[src/rtl/epl_pkg.sv]
package epl_pkg;
  localparam int CODE_W = 8;
  localparam int SPAN_W = CODE_W + 2;
  localparam logic [CODE_W-1:0] NO_LIMIT_CODE = '1;

  // Width in ticks for a code N: 2N+1
  function automatic logic [SPAN_W-1:0] span_ticks(input logic [CODE_W-1:0] code);
    return (SPAN_W'(code) << 1) + SPAN_W'(1);
  endfunction

  function automatic logic is_unlimited(input logic [CODE_W-1:0] code);
    return code == NO_LIMIT_CODE;
  endfunction
endpackage

[src/rtl/epl_queue.sv]
module epl_queue #(
  parameter int DEPTH = 4,
  localparam int CNT_W = $clog2(DEPTH + 1)
) (
  input  logic             clk,
  input  logic             rst_n,
  input  logic             push,
  input  logic             pop,
  output logic [CNT_W-1:0] level,
  output logic             nonempty,
  output logic             drop,
  output logic             overflow
);
  logic full;
  logic accept;
  logic take;

  assign full     = (level == CNT_W'(DEPTH));
  assign nonempty = (level != '0);
  assign accept   = push && !full;
  assign drop     = push && full;
  assign take     = pop && nonempty;

  always_ff @(posedge clk) begin
    if (!rst_n) begin
      level    <= '0;
      overflow <= 1'b0;
    end else begin
      case ({accept, take})
        2'b10:   level <= level + CNT_W'(1);
        2'b01:   level <= level - CNT_W'(1);
        default: level <= level;
      endcase
      if (drop) overflow <= 1'b1;
    end
  end
endmodule

[src/rtl/epl_pacer.sv]
module epl_pacer #(
  parameter int W = 8
) (
  input  logic         clk,
  input  logic         rst_n,
  input  logic         base_tick,
  input  logic         start,
  input  logic [W-1:0] interval,
  output logic         ready
);
  localparam logic [W-1:0] SAT = '1;
  logic [W-1:0] gap;

  // Base strobes since the last start, saturating; reset full so the first start is free
  always_ff @(posedge clk) begin
    if (!rst_n)                         gap <= SAT;
    else if (start)                     gap <= '0;
    else if (base_tick && gap != SAT)   gap <= gap + W'(1);
  end

  assign ready = (gap >= interval);
endmodule

[src/rtl/epl_shaper.sv]
module epl_shaper
  import epl_pkg::*;
(
  input  logic              clk,
  input  logic              rst_n,
  input  logic              start,
  input  logic              wtick,
  input  logic [CODE_W-1:0] code,
  output logic              active,
  output logic              end_evt
);
  logic [SPAN_W-1:0] remain;
  logic              unl;

  assign unl     = is_unlimited(code);
  assign end_evt = !start && wtick && active && !unl && (remain == SPAN_W'(1));

  always_ff @(posedge clk) begin
    if (!rst_n) begin
      active <= 1'b0;
      remain <= '0;
    end else if (start) begin
      if (unl) begin
        active <= !active;
      end else begin
        active <= 1'b1;
        remain <= span_ticks(code);
      end
    end else if (end_evt) begin
      active <= 1'b0;
    end else if (wtick && active && !unl) begin
      remain <= remain - SPAN_W'(1);
    end
  end
endmodule

[src/rtl/epl_top.sv]
module epl_top
  import epl_pkg::*;
#(
  parameter int DEPTH = 4,
  localparam int CH    = 2,
  localparam int CNT_W = $clog2(DEPTH + 1)
) (
  input  logic              clk,
  input  logic              rst_n,
  input  logic              sample_tick,
  input  logic              base_tick,
  input  logic [CODE_W-1:0] cfg_maxwidth,
  input  logic [CODE_W-1:0] cfg_interval,
  input  logic              cfg_active_high,
  input  logic              req_real,
  input  logic              req_reactive,
  output logic              pulse_real,
  output logic              pulse_reactive,
  output logic              ovf_real,
  output logic              ovf_reactive
);
  logic                       bypass;
  logic                       wtick;
  logic [CH-1:0]              req_vec;
  logic [CH-1:0]              start_evt;
  logic [CH-1:0]              end_evt;
  logic [CH-1:0]              drop_evt;
  logic [CH-1:0]              act_vec;
  logic [CH-1:0]              pin_vec;
  logic [CH-1:0]              ovf_vec;
  logic [CH-1:0][CNT_W-1:0]   qcount;

  assign bypass  = (cfg_interval == '0);
  assign wtick   = bypass ? sample_tick : base_tick;
  assign req_vec = {req_reactive, req_real};

  for (genvar i = 0; i < CH; i++) begin : g_ch
    logic push;
    logic pop;
    logic nonempty;
    logic ready;
    logic busy;

    assign push = req_vec[i] && !bypass;
    assign busy = act_vec[i] && !is_unlimited(cfg_maxwidth);
    assign start_evt[i] = bypass ? req_vec[i] : (nonempty && ready && !busy);
    assign pop  = !bypass && start_evt[i];

    epl_queue #(.DEPTH(DEPTH)) u_queue (
      .clk      (clk),
      .rst_n    (rst_n),
      .push     (push),
      .pop      (pop),
      .level    (qcount[i]),
      .nonempty (nonempty),
      .drop     (drop_evt[i]),
      .overflow (ovf_vec[i])
    );

    epl_pacer #(.W(CODE_W)) u_pacer (
      .clk       (clk),
      .rst_n     (rst_n),
      .base_tick (base_tick),
      .start     (start_evt[i]),
      .interval  (cfg_interval),
      .ready     (ready)
    );

    epl_shaper u_shaper (
      .clk     (clk),
      .rst_n   (rst_n),
      .start   (start_evt[i]),
      .wtick   (wtick),
      .code    (cfg_maxwidth),
      .active  (act_vec[i]),
      .end_evt (end_evt[i])
    );

    assign pin_vec[i] = cfg_active_high ? act_vec[i] : !act_vec[i];
  end

  assign pulse_real     = pin_vec[0];
  assign pulse_reactive = pin_vec[1];
  assign ovf_real       = ovf_vec[0];
  assign ovf_reactive   = ovf_vec[1];
endmodule

[config.mk]
export PLATFORM = sky130hd
export DESIGN_NAME = epl_top
export DESIGN_NICKNAME = d
export VERILOG_FILES = /design/src/rtl/epl_pkg.sv /design/src/rtl/epl_queue.sv /design/src/rtl/epl_pacer.sv /design/src/rtl/epl_shaper.sv /design/src/rtl/epl_top.sv
export SDC_FILE = /design/constraint.sdc
export NUM_CORES = 1
export LEC_CHECK = 0
export BUFFER_PORTS_ARGS = -buffer_cell sky130_fd_sc_hd__buf_2
export CAP_MARGIN = 20
export CORE_UTILIZATION = 30
export DETAILED_ROUTE_END_ITERATION = 16
export GPL_TIMING_DRIVEN = 0
export PLACE_DENSITY = 0.51
export SLEW_MARGIN = 20
export SYNTH_ARGS = -nofsm -noshare
export SYNTH_HDL_FRONTEND = slang
export SYNTH_HIERARCHICAL = 1
export SYNTH_SLANG_ARGS = --single-unit
[constraint.sdc]
create_clock -name clk -period 4.5 [get_ports clk]
set_clock_uncertainty 0.05 [all_clocks]
set_input_delay 0.9 -clock clk [delete_from_list [all_inputs] [get_ports clk]]
set_output_delay 0.9 -clock clk [all_outputs]
set_load 0.1 [all_outputs]
==> metrics.md <==
| Metric | Value |
|---|---|
| CP Max Fanout | `11` |
| Rel. slew slack | `0.491` |
| Post-CTS sizing | `0` |
| H-tree Lvls | `2` |
| Total Wirelength | `8.21 mm` |
| Num rows | `38` |
| Iter 0 DRT Violations | `90` |
| Slew Limit Fails | `0` |
| Clock tree sinks | `46` |
| Critical Path End | `g_ch[1].u_shaper/remain[2]$_SDFFE_PN0P_` |
| Worst Hold Class | `reg -> reg` |
| R2R Setup Slk | `1.06 ns` |
| Period Utilization, post-route | `0.841` |
| Layout area overhead | `11.7%` |
| Vias per inst | `5.43` |
| Peak supply drop | `0.340 mV` |
| Die X | `107 µm` |
| CP Data Arrival Time | `3.91 ns` |
| Post-CTS setup buffers | `0` |
| Die area | `11,500 µm²` |
| FF-to-FF Start | `g_ch[1].u_pacer/gap[0]$_SDFFE_PN1P_` |
| Setup crit end kind | `register` |
| Synth Cell Area | `3320 µm²` |
| F_max | `264 MHz` |
| Power per standard cell area | `763 nW/µm²` |
| CTS Buf Count | `5` |
| Syn. warnings | `6` |
| Root buffer cell | `clkbuf_8` |
| Dpl hpwl | `6.04 mm` |
| CTS tree | `done` |
| Vias in the first global route | `2,889` |
| Placed inst area | `3620 µm²` |
| Setup TNS | `0 ns` |
| Count of input and output buffers | `26` |
| DR vias | `3,004` |
| Clock transition at path regs | `0.09 ns` |
| Total inserted antenna cells | `0` |
| Design area | `3700 µm²` |
| Worst setup path start | `cfg_interval[2]` |
| CTS Hold Bufs | `0` |
| Final RePlAce weighted congestion | `0.847` |
| Clock Tree Buf Depth | `2` |
| RR Endpoint | `g_ch[1].u_shaper/remain[2]$_SDFFE_PN0P_` |
| Overflow after GRT | `0` |
| # Max-Cap Violations | `0` |
| Startpoint types | `input port` |
| Fraction of layout cells with a size suffix above 1 | `0.177` |
| DR WL/cell | `14.8 µm` |
| Detailed Routing Iterations Pass 1 | `4` |
| Initial antenna violation count | `0` |
| Post-synthesis average cell area | `8.71 µm²` |
| Outcome | `finished, final reports clean` |
| Clock latency on the worst-skew pair | `0.30 ns` |
| DRC violations left | `0` |
| Core area | `10,800 µm²` |
| Worst R2R Path Depth | `14` |
| Global-route wire length before repair | `14.0 mm` |
| Worst-Margin Slew | `0.763 ns` |
| Setup WS pre-CTS | `0.431 ns` |
| Post-route minimum period | `3.79 ns` |
| Synth Net Count | `430` |
| # IOs | `27` |
| Final Hold Vio Count | `0` |
| Critical path type | `in -> reg` |
| Largest stage delay on the critical path | `0.42 ns` |
| Remaining antenna violation count | `0` |
| Height of the die | `107 µm` |
| Synthesized instance count | `381` |
| RSZ-0062 raised after global routing | `no` |
| Largest net degree at the start of global routing | `29` |
| # nets final | `463` |
| CP Cell Sequence | `buf_2 > inv_1 > ha_1 > nand2_1 > o21ai_0 > a31oi_1 > o21ai_0 > nand2_1 > a21oi_1 > a32o_1 > clkbuf_1 > o22ai_1 > clkbuf_1 > o311ai_0 > o31ai_1` |
| Fin worst setup slack | `0.714 ns` |
| Starting Density | `0.307` |
| Setup Viol. Count Final | `0` |
| CP max-delay cell | `o311ai_0` |
| Worst Path Required | `4.62 ns` |
| GRT Util Overall | `0.152` |
| LEAKAGE | `1.45 nW` |
==> state kept, by name (all words and copies together), names as in the netlist <==
name and flops:
g_ch.u_shaper/remain 20, g_ch.u_queue/overflow 2, g_ch.u_shaper/active 2, g_ch.u_queue/level 6, g_ch.u_pacer/gap 16
==> final cells by class <==
| type | count | area [µm²] |
|---|---|---|
| clock buffer | 6 | 82.6 |
| fill | 1131 | 7090 |
| multi-input combinational | 290 | 2210 |
| tap | 140 | 175 |
| buffer | 16 | 80.1 |
| sequential | 46 | 921 |
| inverter | 29 | 109 |
| timing repair buffer | 26 | 130 |
==> placed cells by master (no fill, tap or decap), drive strengths merged, types with 8 or more instances in the layout <==
cell     n
o211ai  10
ha      24
o31ai   10
nor4     8
nand4   10
and3    10
and2    11
buf     32
clkbuf  16
o21ai   34
inv     29
nand2   21
a21oi   15
dfxtp   46
nor2    20
xor2    10
o311ai  14
==> routing by layer <==
layer  routed length [µm]  vias up  global-route usage  part of all wire
li1                     -     1506                   -                 -
met3                  319        4              0.0249             0.039
met1                 4050     1438               0.202              0.49
met2                 3800       56               0.262              0.46
met4                   42        0              0.0245            0.0051
met5                    0        -                   0                 0
==> metrics by stage <==
stage	utilization	cells	hold WS [ns]	power [mW]
after global routing	0.343	553	0.447	3.12
after detailed placement	0.336	547	0.403	2.58
after floorplan	-	381	0.424	2.19
after global placement	0.336	547	0.400	2.54
after CTS	0.343	553	0.425	2.85
final	0.343	553	0.421	2.83
==> where the power goes <==
group	switching [mW]	internal (mW)
registers	0.210	0.579
logic	1.01	0.771
clock network	0.140	0.119
==> worst min path at each step <==
stage / startpoint / slack, ns / cells past startpoint / to
final: g_ch[1].u_queue/overflow$_SDFFE_PN0P_ / 0.42 / 1 / g_ch[1].u_queue/overflow$_SDFFE_PN0P_
after global routing: g_ch[0].u_queue/overflow$_SDFFE_PN0P_ / 0.45 / 1 / g_ch[0].u_queue/overflow$_SDFFE_PN0P_
after CTS: g_ch[1].u_queue/overflow$_SDFFE_PN0P_ / 0.42 / 1 / g_ch[1].u_queue/overflow$_SDFFE_PN0P_
after detailed placement: g_ch[1].u_queue/overflow$_SDFFE_PN0P_ / 0.40 / 1 / g_ch[1].u_queue/overflow$_SDFFE_PN0P_
after global placement: g_ch[0].u_queue/overflow$_SDFFE_PN0P_ / 0.40 / 1 / g_ch[0].u_queue/overflow$_SDFFE_PN0P_
after floorplan: g_ch[0].u_queue/level[2]$_SDFFE_PN0P_ / 0.42 / 2 / g_ch[0].u_queue/level[2]$_SDFFE_PN0P_
==> worst max-delay path: cells and delay by family <==
kind / cells / cell delay [ns]
buffers and inverters: 4 / 0.83
adder cells (fa/ha/maj): 1 / 0.29
AO/OA/AOI/OAI: 8 / 1.75
AND/OR/NAND/NOR: 2 / 0.13
Note: power is estimated with default switching activity, not from simulation.
